## src/rtl/lcd_seq_pkg.sv

```systemverilog
package lcd_seq_pkg;

   typedef enum logic [1:0] {
      MD_HBLANK = 2'd0,
      MD_VBLANK = 2'd1,
      MD_SEARCH = 2'd2,
      MD_XFER   = 2'd3
   } lcd_mode_e;

   localparam int DEF_LINE_DOTS   = 456;
   localparam int DEF_SEARCH_DOTS = 80;
   localparam int DEF_XFER_DOTS   = 172;
   localparam int DEF_VIS_LINES   = 144;
   localparam int DEF_TOTAL_LINES = 154;
   localparam int DEF_REG_W       = 8;
   localparam int FIRST_MARK      = 8;   // distance from line end where trimming happens
   localparam int FIRST_TRIM      = 4;   // dots skipped on the first line
   localparam int DLY_1X          = 4;   // vertical-blank offset, single speed
   localparam int DLY_2X          = 2;   // vertical-blank offset, double speed

   // extra transfer dots caused by the fine scroll
   function automatic logic [2:0] fine_delay(input logic [2:0] fine,
                                             input logic       dbl,
                                             input logic       first);
      logic [3:0] t;
      if (dbl) begin
         t = {1'b0, fine} + 4'd1;
         t = t & 4'b0110;
      end else begin
         t = {1'b0, fine} + (first ? 4'd2 : 4'd0);
         t = t & 4'b0100;
      end
      return t[2:0];
   endfunction

endpackage

```

## src/rtl/lcd_dot_timer.sv

```systemverilog
module lcd_dot_timer
   import lcd_seq_pkg::*;
#(
   parameter int LINE_DOTS   = DEF_LINE_DOTS,
   parameter int TOTAL_LINES = DEF_TOTAL_LINES,
   parameter int POS_W       = $clog2(LINE_DOTS),
   parameter int LY_W        = $clog2(TOTAL_LINES)
) (
   input  logic             clk,
   input  logic             rst_n,
   input  logic             en,
   output logic             first_q,
   output logic [POS_W-1:0] nxt_pos,
   output logic [LY_W-1:0]  nxt_line,
   output logic [LY_W-1:0]  line_q
);

   localparam logic [POS_W:0]  MARK_AT  = (POS_W+1)'(LINE_DOTS - FIRST_MARK);
   localparam logic [POS_W:0]  TRIM     = (POS_W+1)'(FIRST_TRIM);
   localparam logic [POS_W:0]  LINE_END = (POS_W+1)'(LINE_DOTS);
   localparam logic [LY_W-1:0] LAST_LN  = LY_W'(TOTAL_LINES - 1);

   logic [POS_W-1:0] pos_q;
   logic [POS_W:0]   inc;
   logic             nxt_first;

   always_comb begin
      inc       = {1'b0, pos_q} + 1'b1;
      nxt_first = first_q;
      nxt_line  = line_q;
      if (!en) begin
         inc       = '0;
         nxt_line  = '0;
         nxt_first = 1'b1;
      end else begin
         if (first_q && inc >= MARK_AT) begin
            inc       = inc + TRIM;
            nxt_first = 1'b0;
         end
         if (inc >= LINE_END) begin
            inc      = '0;
            nxt_line = (line_q == LAST_LN) ? '0 : line_q + 1'b1;
         end
      end
      nxt_pos = inc[POS_W-1:0];
   end

   always_ff @(posedge clk or negedge rst_n) begin
      if (!rst_n) begin
         pos_q   <= '0;
         line_q  <= '0;
         first_q <= 1'b1;
      end else begin
         pos_q   <= nxt_pos;
         line_q  <= nxt_line;
         first_q <= nxt_first;
      end
   end

endmodule

```

## src/rtl/lcd_mode_ctrl.sv

```systemverilog
module lcd_mode_ctrl
   import lcd_seq_pkg::*;
#(
   parameter int SEARCH_DOTS     = DEF_SEARCH_DOTS,
   parameter int XFER_DOTS       = DEF_XFER_DOTS,
   parameter int VIS_LINES       = DEF_VIS_LINES,
   parameter int REG_W           = DEF_REG_W,
   parameter int POS_W           = 9,
   parameter int LY_W            = 8,
   parameter bit OAM_LOCK_SEARCH = 1'b1
) (
   input  logic             clk,
   input  logic             rst_n,
   input  logic             en,
   input  logic             dbl,
   input  logic [REG_W-1:0] scx,
   input  logic             first_q,
   input  logic [POS_W-1:0] nxt_pos,
   input  logic [LY_W-1:0]  nxt_line,
   output lcd_mode_e        mode_q,
   output lcd_mode_e        mode_n,
   output logic             hb_entry,
   output logic             vb_entry,
   output logic             pre_vb,
   output logic [1:0]       fine_sum,
   output logic             oam_lock_q,
   output logic             vram_lock_q
);

   localparam logic [POS_W-1:0] XFER_AT = POS_W'(SEARCH_DOTS);
   localparam logic [POS_W-1:0] HB_BASE = POS_W'(SEARCH_DOTS + XFER_DOTS);
   localparam logic [LY_W-1:0]  VIS_LN  = LY_W'(VIS_LINES);

   logic [2:0]       fine_q;
   logic [2:0]       delay;
   logic [POS_W-1:0] hb_at, vb_at;
   logic             visible, search_entry, xfer_entry;
   logic             oam_lock_n;
   logic             unused_scx_hi;

   assign unused_scx_hi = ^scx[REG_W-1:3];

   assign delay    = fine_delay(fine_q, dbl, first_q);
   assign hb_at    = HB_BASE + POS_W'(delay);
   assign vb_at    = dbl ? POS_W'(DLY_2X) : POS_W'(DLY_1X);
   assign fine_sum = fine_q[1:0] + (first_q ? 2'd2 : 2'd0);
   assign visible  = nxt_line < VIS_LN;

   assign search_entry = en && visible && (nxt_pos == '0);
   assign xfer_entry   = en && visible && (nxt_pos == XFER_AT);
   assign hb_entry     = en && visible && (mode_q == MD_XFER) && (nxt_pos == hb_at);
   assign vb_entry     = en && (nxt_line == VIS_LN) && (nxt_pos == vb_at);
   assign pre_vb       = en && (nxt_line == VIS_LN) && (nxt_pos == vb_at - 1'b1);

   always_comb begin
      if (!en)               mode_n = MD_HBLANK;
      else if (vb_entry)     mode_n = MD_VBLANK;
      else if (search_entry) mode_n = MD_SEARCH;
      else if (xfer_entry)   mode_n = MD_XFER;
      else if (hb_entry)     mode_n = MD_HBLANK;
      else                   mode_n = mode_q;
   end

   generate
      if (OAM_LOCK_SEARCH) begin : g_lock_search
         assign oam_lock_n = (mode_n == MD_SEARCH) || (mode_n == MD_XFER);
      end else begin : g_lock_xfer
         assign oam_lock_n = (mode_n == MD_XFER);
      end
   endgenerate

   always_ff @(posedge clk or negedge rst_n) begin
      if (!rst_n) begin
         mode_q      <= MD_HBLANK;
         fine_q      <= '0;
         oam_lock_q  <= 1'b0;
         vram_lock_q <= 1'b0;
      end else begin
         mode_q      <= mode_n;
         oam_lock_q  <= oam_lock_n;
         vram_lock_q <= (mode_n == MD_XFER);
         if (!en || xfer_entry)
            fine_q <= scx[2:0];
      end
   end

endmodule

```

## src/rtl/lcd_stat_irq.sv

```systemverilog
module lcd_stat_irq
   import lcd_seq_pkg::*;
#(
   parameter int REG_W = DEF_REG_W,
   parameter int LY_W  = 8
) (
   input  logic             clk,
   input  logic             rst_n,
   input  logic             en,
   input  logic             color,
   input  logic             dbl,
   input  logic             ie_hblank,
   input  logic             ie_vblank,
   input  logic             ie_oam,
   input  logic             ie_lyc,
   input  lcd_mode_e        mode_n,
   input  logic             hb_entry,
   input  logic             vb_entry,
   input  logic             pre_vb,
   input  logic [1:0]       fine_sum,
   input  logic [LY_W-1:0]  nxt_line,
   input  logic [REG_W-1:0] lyc,
   output logic             match_q,
   output logic             stat_req_q,
   output logic             vblank_req_q
);

   logic match_n, lyc_hit, mode_src, mask_hb, defer_cand;
   logic line_n, prev_q, rise, late;
   logic stat_late_q, vb_late_q;

   assign match_n = (REG_W'(nxt_line) == lyc);
   assign lyc_hit = ie_lyc && match_n;

   always_comb begin
      unique case (mode_n)
         MD_HBLANK: mode_src = ie_hblank;
         MD_VBLANK: mode_src = ie_vblank;
         MD_SEARCH: mode_src = ie_oam;
         default:   mode_src = 1'b0;
      endcase
   end

   assign mask_hb    = hb_entry && !dbl && (fine_sum == 2'd3);
   assign defer_cand = hb_entry && !mask_hb && (fine_sum != 2'd0);
   assign line_n     = (mode_src && !mask_hb) || lyc_hit || (color && pre_vb && ie_oam);
   assign rise       = line_n && !prev_q;
   assign late       = color || (defer_cand && !lyc_hit);

   always_ff @(posedge clk or negedge rst_n) begin
      if (!rst_n) begin
         match_q      <= 1'b1;
         prev_q       <= 1'b0;
         stat_late_q  <= 1'b0;
         stat_req_q   <= 1'b0;
         vb_late_q    <= 1'b0;
         vblank_req_q <= 1'b0;
      end else if (!en) begin
         match_q      <= 1'b1;
         prev_q       <= 1'b0;
         stat_late_q  <= 1'b0;
         stat_req_q   <= 1'b0;
         vb_late_q    <= 1'b0;
         vblank_req_q <= 1'b0;
      end else begin
         match_q      <= match_n;
         prev_q       <= line_n;
         stat_late_q  <= rise && late;
         stat_req_q   <= (rise && !late) || stat_late_q;
         vb_late_q    <= vb_entry && color;
         vblank_req_q <= (vb_entry && !color) || vb_late_q;
      end
   end

endmodule

```

## src/rtl/lcd_mode_seq.sv

```systemverilog
module lcd_mode_seq
   import lcd_seq_pkg::*;
#(
   parameter int LINE_DOTS       = DEF_LINE_DOTS,
   parameter int SEARCH_DOTS     = DEF_SEARCH_DOTS,
   parameter int XFER_DOTS       = DEF_XFER_DOTS,
   parameter int VIS_LINES       = DEF_VIS_LINES,
   parameter int TOTAL_LINES     = DEF_TOTAL_LINES,
   parameter int REG_W           = DEF_REG_W,
   parameter bit OAM_LOCK_SEARCH = 1'b1
) (
   input  logic             clk,
   input  logic             rst_n,
   input  logic             lcd_on,
   input  logic             dbl_speed,
   input  logic             color_mode,
   input  logic             ie_hblank,
   input  logic             ie_vblank,
   input  logic             ie_oam,
   input  logic             ie_lyc,
   input  logic [REG_W-1:0] scx,
   input  logic [REG_W-1:0] lyc,
   output logic [REG_W-1:0] ly,
   output logic [1:0]       mode,
   output logic             lyc_match,
   output logic             oam_lock,
   output logic             vram_lock,
   output logic             stat_req,
   output logic             vblank_req
);

   localparam int POS_W = $clog2(LINE_DOTS);
   localparam int LY_W  = $clog2(TOTAL_LINES);

   generate
      if (SEARCH_DOTS + XFER_DOTS + 8 > LINE_DOTS - FIRST_MARK) begin : g_bad_line
         $error("line too short for search, transfer and scroll penalty");
      end
      if (VIS_LINES >= TOTAL_LINES) begin : g_bad_frame
         $error("no vertical blank lines");
      end
      if (REG_W < LY_W || REG_W < 3) begin : g_bad_regw
         $error("register width too narrow for line count");
      end
   endgenerate

   logic             first_q;
   logic [POS_W-1:0] nxt_pos;
   logic [LY_W-1:0]  nxt_line, line_q;
   lcd_mode_e        mode_q, mode_n;
   logic             hb_entry, vb_entry, pre_vb;
   logic [1:0]       fine_sum;

   lcd_dot_timer #(
      .LINE_DOTS(LINE_DOTS), .TOTAL_LINES(TOTAL_LINES), .POS_W(POS_W), .LY_W(LY_W)
   ) u_timer (
      .clk(clk), .rst_n(rst_n), .en(lcd_on),
      .first_q(first_q), .nxt_pos(nxt_pos), .nxt_line(nxt_line), .line_q(line_q)
   );

   lcd_mode_ctrl #(
      .SEARCH_DOTS(SEARCH_DOTS), .XFER_DOTS(XFER_DOTS), .VIS_LINES(VIS_LINES),
      .REG_W(REG_W), .POS_W(POS_W), .LY_W(LY_W), .OAM_LOCK_SEARCH(OAM_LOCK_SEARCH)
   ) u_mode (
      .clk(clk), .rst_n(rst_n), .en(lcd_on), .dbl(dbl_speed), .scx(scx),
      .first_q(first_q), .nxt_pos(nxt_pos), .nxt_line(nxt_line),
      .mode_q(mode_q), .mode_n(mode_n), .hb_entry(hb_entry), .vb_entry(vb_entry),
      .pre_vb(pre_vb), .fine_sum(fine_sum),
      .oam_lock_q(oam_lock), .vram_lock_q(vram_lock)
   );

   lcd_stat_irq #(
      .REG_W(REG_W), .LY_W(LY_W)
   ) u_irq (
      .clk(clk), .rst_n(rst_n), .en(lcd_on), .color(color_mode), .dbl(dbl_speed),
      .ie_hblank(ie_hblank), .ie_vblank(ie_vblank), .ie_oam(ie_oam), .ie_lyc(ie_lyc),
      .mode_n(mode_n), .hb_entry(hb_entry), .vb_entry(vb_entry), .pre_vb(pre_vb),
      .fine_sum(fine_sum), .nxt_line(nxt_line), .lyc(lyc),
      .match_q(lyc_match), .stat_req_q(stat_req), .vblank_req_q(vblank_req)
   );

   assign ly   = REG_W'(line_q);
   assign mode = mode_q;

endmodule

```

## config.mk

```make
export PLATFORM = sky130hd
export DESIGN_NAME = lcd_mode_seq
export DESIGN_NICKNAME = d
export VERILOG_FILES = /design/src/rtl/lcd_seq_pkg.sv /design/src/rtl/lcd_dot_timer.sv /design/src/rtl/lcd_mode_ctrl.sv /design/src/rtl/lcd_stat_irq.sv /design/src/rtl/lcd_mode_seq.sv
export SDC_FILE = /design/constraint.sdc
export NUM_CORES = 1
export LEC_CHECK = 0
export CORE_MARGIN = 1
export CORE_UTILIZATION = 40
export DETAILED_ROUTE_END_ITERATION = 8
export PLACE_DENSITY = 0.65
export RECOVER_POWER = 25
export SETUP_SLACK_MARGIN = 0.3
export SLEW_MARGIN = 25
export SYNTH_ARGS = -nofsm -noshare
export SYNTH_HDL_FRONTEND = slang
export SYNTH_SLANG_ARGS = --single-unit
```

## constraint.sdc

```tcl
create_clock -name clk -period 4.8 [get_ports clk]
set_clock_uncertainty 0.1 [all_clocks]
set_input_delay 1.2 -clock clk [delete_from_list [all_inputs] [get_ports clk]]
set_output_delay 1.2 -clock clk [all_outputs]
set_load 0.01 [all_outputs]
```

== Word-level counts from Yosys, hierarchy flattened ==
Cells that the tools add are included.

* Register bits: 31
* Input port bits: 25
* Logic and storage cells: 102

* Add/subtract/negate cells: 8
* Order comparisons: 3
* Equal/unequal tests: 13
* Multiplexer cells: 25
* Reductions and logical operators: 40

{| class="wikitable"
|+ Operators by type and width
! cell !! count
|-
| $eq A9 B9 Y1 || 3
|-
| $mux W8 || 3
|-
| $logic_and A1 B1 Y1 || 23
|-
| $ge A10 B9 Y1 const B || 2
|-
| $mux W10 || 2
|-
| $mux W9 || 2
|-
| $eq A8 B8 Y1 const B || 2
|-
| $mux W2 || 7
|-
| $add A10 B3 Y10 const B || 1
|-
| $add A9 B1 Y10 const B || 1
|-
| $add A8 B3 Y9 const A || 1
|-
| $eq A9 B7 Y1 const B || 1
|-
| $logic_not A9 Y1 || 1
|-
| $sub A9 B1 Y9 const B || 1
|-
| $add A8 B1 Y8 const B || 1
|-
| $eq A2 B2 Y1 const B || 4
|-
| $eq A8 B8 Y1 || 1
|-
| $lt A8 B8 Y1 const B || 1
|-
| $mux W1 || 8
|-
| $logic_not A1 Y1 || 7
|-
| $logic_or A1 B1 Y1 || 7
|-
| $mux W3 || 2
|-
| $add A3 B1 Y3 const B || 1
|-
| $add A3 B3 Y3 || 1
|-
| other kinds (6) || 6
|}

== Logic depth before layout (Yosys ltp) ==
* Depth in word-level cells: 26
* Mapped depth: 18

== By module ==
A second synthesis with hierarchy kept.

* Cells, all modules: 254
* Area, all modules: 2459.9 µm²

{| class="wikitable"
|+ Modules (own cells, without submodules)
! module !! times used !! cells each !! area an instance (µm²)
|-
| lcd_dot_timer || 1 || 156 || 1422.6
|-
| lcd_mode_ctrl || 1 || 57 || 603.1
|-
| lcd_stat_irq || 1 || 41 || 434.2
|}

== Worst setup path before layout ==
Ideal clock, no wire load.

* Kind: reg-to-reg
* Start point: reg u_timer.pos_q[1]
* End point: reg u_irq.stat_req_q
* Setup time: 131 ps
* Arrival: 3544 ps
* Required time: 4569 ps
* Slack: 1025 ps
* Cell stages (with the launch flop): 18
* Buffers on the path: 1
* Clock period less this slack: 3775 ps
* Path through: dfrtp_1 -> ha_1 -> buf_2 -> nor2b_1 -> nor2_1 -> inv_1 -> ha_1 -> xor2_1 -> xnor2_1 -> nor4_1 -> mux2i_1 -> o221a_4 -> or3_4 -> a22oi_2 -> o211a_1 -> a21oi_2 -> a211oi_2 -> o31ai_2

* Longest elaborated chain between the ends: 26
* Elaborated cells between the ends (all ways): 55
* Those cells by class: 2 x add/sub; 3 x order compare; 8 x eq/ne; 13 x mux; 29 x reduce/logical

{| class="wikitable"
|+ RTL lines
! item !! RTL line !! RTL
|-
| from (decl) || lcd_dot_timer.sv:23 || <nowiki>logic [POS_W-1:0] pos_q;</nowiki>
|-
| from (signal assigned) || lcd_dot_timer.sv:54 || <nowiki>pos_q <= nxt_pos;</nowiki>
|-
| $add A9 B1 Y10 (*) || lcd_dot_timer.sv:28 || <nowiki>inc = {1'b0, pos_q} + 1'b1;</nowiki>
|-
| $ge A10 B9 Y1 || lcd_dot_timer.sv:36 || <nowiki>if (first_q && inc >= MARK_AT) begin</nowiki>
|-
| $logic_and A1 B1 Y1 || lcd_dot_timer.sv:36 ||
|-
| $mux W10 (*) || lcd_dot_timer.sv:36 ||
|-
| $mux W10 (*) || lcd_dot_timer.sv:31 || <nowiki>if (!en) begin</nowiki>
|-
| $ge A10 B9 Y1 || lcd_dot_timer.sv:40 || <nowiki>if (inc >= LINE_END) begin</nowiki>
|-
| $mux W8 || lcd_dot_timer.sv:40 ||
|-
| $mux W8 || lcd_dot_timer.sv:31 ||
|-
| [9 not listed] || -- ||
|-
| net mode_n[1] || lcd_mode_seq.sv:50 || <nowiki>lcd_mode_e mode_q, mode_n;</nowiki>
|-
| $eq A2 B2 Y1 (tied with other cells) || lcd_stat_irq.sv:36 || <nowiki>unique case (mode_n)</nowiki>
|-
| $pmux W1 S3 (*) || lcd_stat_irq.sv:36 ||
|-
| $logic_and A1 B1 Y1 (*) || lcd_stat_irq.sv:46 || <nowiki>assign line_n = (mode_src && !mask_hb) || lyc_hit || (color && pre_vb && ie_oam);</nowiki>
|-
| $logic_or A1 B1 Y1 (*) (2 in a row) || lcd_stat_irq.sv:46 ||
|-
| $logic_and A1 B1 Y1 (*) || lcd_stat_irq.sv:47 || <nowiki>assign rise = line_n && !prev_q;</nowiki>
|-
| $logic_and A1 B1 Y1 (*) || lcd_stat_irq.sv:69 || <nowiki>stat_req_q <= (rise && !late) || stat_late_q;</nowiki>
|-
| $logic_or A1 B1 Y1 (*) || lcd_stat_irq.sv:69 ||
|-
| $mux W1 (*) || lcd_stat_irq.sv:58 || <nowiki>end else if (!en) begin</nowiki>
|-
| to (signal assigned) || lcd_stat_irq.sv:69 ||
|-
| to (decl) || lcd_stat_irq.sv:24 || <nowiki>output logic stat_req_q,</nowiki>
|}

The timed path passes the listed nets; every way through them passes the cells marked *. The select of a mux whose other input is x is not followed.
A chain may end at the register's enable or synchronous reset.

== Worst setup path in the final report ==
* Start point: reg u_timer.pos_q[1]
* End point: reg u_irq.stat_late_q

* Longest elaborated chain between the ends: 25
* Elaborated cells between the ends (all ways): 53
* Those cells by class: 2 x add/sub; 3 x order compare; 8 x eq/ne; 13 x mux; 27 x reduce/logical

{| class="wikitable"
|+ RTL lines
! item !! RTL line !! RTL
|-
| $add A9 B1 Y10 (*) || lcd_dot_timer.sv:28 ||
|-
| $ge A10 B9 Y1 || lcd_dot_timer.sv:36 ||
|-
| $logic_and A1 B1 Y1 || lcd_dot_timer.sv:36 ||
|-
| $mux W10 (*) || lcd_dot_timer.sv:36 ||
|-
| $mux W10 (*) || lcd_dot_timer.sv:31 ||
|-
| $ge A10 B9 Y1 || lcd_dot_timer.sv:40 ||
|-
| $mux W8 || lcd_dot_timer.sv:40 ||
|-
| $mux W8 || lcd_dot_timer.sv:31 ||
|-
| [8 not listed] || -- ||
|-
| $mux W2 || lcd_mode_ctrl.sv:56 || <nowiki>if (!en) mode_n = MD_HBLANK;</nowiki>
|-
| $eq A2 B2 Y1 (tied with other cells) || lcd_stat_irq.sv:36 ||
|-
| $pmux W1 S3 || lcd_stat_irq.sv:36 ||
|-
| $logic_and A1 B1 Y1 || lcd_stat_irq.sv:46 ||
|-
| $logic_or A1 B1 Y1 (2 in a row) || lcd_stat_irq.sv:46 ||
|-
| $logic_and A1 B1 Y1 || lcd_stat_irq.sv:47 ||
|-
| $logic_and A1 B1 Y1 (*) || lcd_stat_irq.sv:68 || <nowiki>stat_late_q <= rise && late;</nowiki>
|-
| $mux W1 (*) || lcd_stat_irq.sv:58 ||
|-
| to (signal assigned) || lcd_stat_irq.sv:68 ||
|-
| to (decl) || lcd_stat_irq.sv:30 || <nowiki>logic stat_late_q, vb_late_q;</nowiki>
|}

Mark *: on every way between the ends. The rest lies on a longest branch, timed or not. The select of a mux whose other input is x is not followed.

==> metrics.txt <==
Worst setup SP type=flip-flop; critical path class=reg2reg; r2r startpoint=u_timer.pos_q[1]; crit end category=flip-flop; synth-to-layout area growth=19.4%; clock-pin slew on the worst setup and hold paths=0.07 ns; syn nets=368; Chip Height=86.0 um; Yosys reg bits=31; GRT Residual Overflow=0; hold wc startpoint=u_irq.prev_q; arrival time worst endpoint=4.34 ns; number of I/O port buffers=34; synthesized area=2820 um^2; Setup WS pre-CTS=0.364 ns; Mapped Cells=337; failing checks=max-capacitance violations, max-slew violations; DRC=0; Worst EP required=4.90 ns; Rows=30; Nets=399; I/O pins=40; flop-to-flop setup slack=0.56 ns; FF-to-FF End=u_irq.stat_late_q; final estimated routing congestion in global placement=0.929; unrepaired setup endpoints after global routing=no; worst IR drop on VDD=0.174 mV; vias in the first global route=2605; Die ar.=7390 um^2; Seq/Total Area, Yosys=27.6%; distinct cell type count after synthesis=74; cell area power density=177 nW/um^2; antenna violations before repair=0; Fin Setup TNS=0 ns; sink of the worst hold path=u_irq.stat_late_q; worst slew pin tran=1.73 ns; via count=2694; Max-Slew Margin vs Limit=-15.2%; CP Launch Point=u_timer.pos_q[1]; Leakage=0.00140 uW; antenna cells=0; pin count of the biggest net entering global routing=32; FFs w/ async S/R, synth=100%; Die Wd=86.0 um; Hold Violations, Final=0; largest fanout on the critical path=9; TritonCTS clock tree=done; detailed router's first-iteration violation count=178; Tmin final=4.24 ns; remaining antenna violation count=0; Tot GR Track Use=21.4%; Routed WL per cell=16.0 um; fmax=236 MHz; final WL=7.44 mm; # setup viols final=0; fin crit share=88.3%; Num CTS Buffers=5; R2R cell count=17; clk buf depth=2; Root Driver=clkbuf_8; DPL Wire Length=5.67 mm; Final Hold Slack=0.358 ns; vias per inst=5.79; Post-synth EDFFs=0; Hold Path Stages=1; CORE AREA=6790 um^2; initial core utilization=41.5%; Yosys warning total=0; Clock Latency Late Sink=0.28 ns; drt pass-1 iters=4; min-delay worst type=reg2reg; Hold-fix buffers, CTS=0; Synth Area per Inst=8.36 um^2; clock sink total=31; H-tree depth=2; Final Slew Violations=32; share of layout cells above drive strength 1=12.7%; Primary FF master, synth=dfrtp_1; first-pass GRT wire length=12.5 mm; outcome=complete, but fails checks; setup ws final=0.563 ns; number of max-cap violations=1
## power by group
| part | internal [uW] | switching [uW] |
|---|---|---|
| sequential | 270 | 8.08 |
| clock | 116 | 96.2 |
| combinational | 51.7 | 55.8 |
## worst max-delay path by stage
stage          slack, ns  depth (start not counted)                 to
3_3_place_gp        0.41                         17  u_irq.stat_late_q
5_1_grt             0.31                         17  u_irq.stat_late_q
3_5_place_dp        0.36                         17  u_irq.stat_late_q
2_1_floorplan       1.02                         17   u_irq.stat_req_q
6_report            0.56                         17  u_irq.stat_late_q
4_1_cts             0.32                         17  u_irq.stat_late_q
## kinds of logic after synthesis
family          count (synthesis)  share of synthesized area, %
simple gates                  144                          28.7
compound gates                 89                          24.4
buf+inv                        33                          5.28
flops                          31                          27.6
xor+xnor                       19                          5.90
mux                            15                          5.50
fa+ha+maj                       6                          2.66
## layout make-up
cell class | instances | area (um^2)
fillers | 667 | 3430
well taps | 96 | 120
flip-flops and latches | 31 | 778
multi-input cells | 273 | 1920
repair buffers | 42 | 397
inverters | 15 | 56.3
clock inverters | 1 | 5.00
clock buffers | 7 | 86.3
## cells in the final DEF, fill, tap and decap left out, drive strengths merged, types with 6 or more instances in the layout
master	count
a21oi	16
and2	8
buf	7
clkbuf	8
clkdlybuf4s50	33
dfrtp	29
ha	6
inv	15
mux2i	11
nand2	24
nand3	10
nand4	10
nor2	25
nor2b	6
nor3	18
nor4	6
o21ai	19
or3	8
xnor2	12
xor2	7
## sequential cells by signal, indices dropped and copies added (netlist names)
register	count
u_mode.vram_lock_q	1
u_irq.match_q	1
u_irq.stat_req_q	1
u_mode.mode_q	2
u_irq.vb_late_q	1
u_timer.pos_q	9
u_timer.line_q	8
u_irq.stat_late_q	1
u_mode.fine_q	3
u_irq.vblank_req_q	1
u_mode.oam_lock_q	1
u_timer.first_q	1
u_irq.prev_q	1
## layer usage
metal | vias to the layer above | global-route usage (%) | routed length, um | share of wire (%)
met1 | 1288 | 28.2 | 3420 | 46
li1 | 1323 | - | - | -
met3 | 9 | 4.14 | 380 | 5.1
met4 | 0 | 7.73 | 99 | 1.3
met5 | - | 0 | 0 | 0
met2 | 74 | 34.7 | 3540 | 48
## Yosys cell counts (3+ instances only)
master | count | area (um^2)
dfrtp_1 | 29 | 726
nor2_1 | 25 | 93.8
nand2_1 | 24 | 90.1
o21ai_0 | 19 | 95.1
nor3_1 | 18 | 90.1
a21oi_1 | 15 | 75.1
inv_1 | 15 | 56.3
xnor2_1 | 12 | 105
mux2i_1 | 11 | 110
clkbuf_1 | 10 | 37.5
nand3_1 | 10 | 50.1
nand4_1 | 9 | 56.3
and2_1 | 8 | 50.1
or3_1 | 7 | 43.8
xor2_1 | 7 | 61.3
ha_1 | 6 | 75.1
nor2b_1 | 6 | 37.5
buf_2 | 5 | 25.0
nor4_1 | 5 | 31.3
a211oi_1 | 4 | 30.0
mux2_2 | 4 | 45.0
nand2b_1 | 4 | 25.0
or2_2 | 4 | 25.0
a21o_1 | 3 | 22.5
a31o_2 | 3 | 26.3
a31oi_1 | 3 | 18.8
and3_1 | 3 | 18.8
and3b_1 | 3 | 26.3
and4_1 | 3 | 26.3
o21a_1 | 3 | 22.5
o31ai_1 | 3 | 22.5
## metrics by stage
step / power (uW) / std cells / cell area (um^2) / util, %
6_report: 597 / 465 / 3370 / 49.6
5_1_grt: 629 / 465 / 3370 / 49.6
4_1_cts: 599 / 464 / 3330 / 49.0
3_5_place_dp: 386 / 456 / 3240 / 47.7
3_3_place_gp: 385 / 456 / 3240 / 47.7
2_1_floorplan: 342 / 337 / 2820 / -
## worst max-delay path: stages (launching register included)
cell and delay, ns:
dfrtp_1 0.48, ha_4 0.24, nor2b_1 0.16, nor2_2 0.24
inv_1 0.12, ha_1 0.24, xor2_1 0.16, xnor2_1 0.15
nor4_1 0.19, mux2i_1 0.20, o221ai_2 0.46, a211oi_2 0.15
o21a_1 0.20, o2111ai_2 0.27, nor3_1 0.08, o41ai_1 0.38
buf_4 0.18, nor3b_1 0.16
## repair_timing
| item | CTS | global route |
|---|---|---|
| setup endpoints to repair | 0 | 3 |
| buffers inserted | 0 | 1 |
| endpoints found under the hold margin | 0 | 0 |
| gates resized for setup | 0 | 6 |
(Power assumes the default switching activity.)
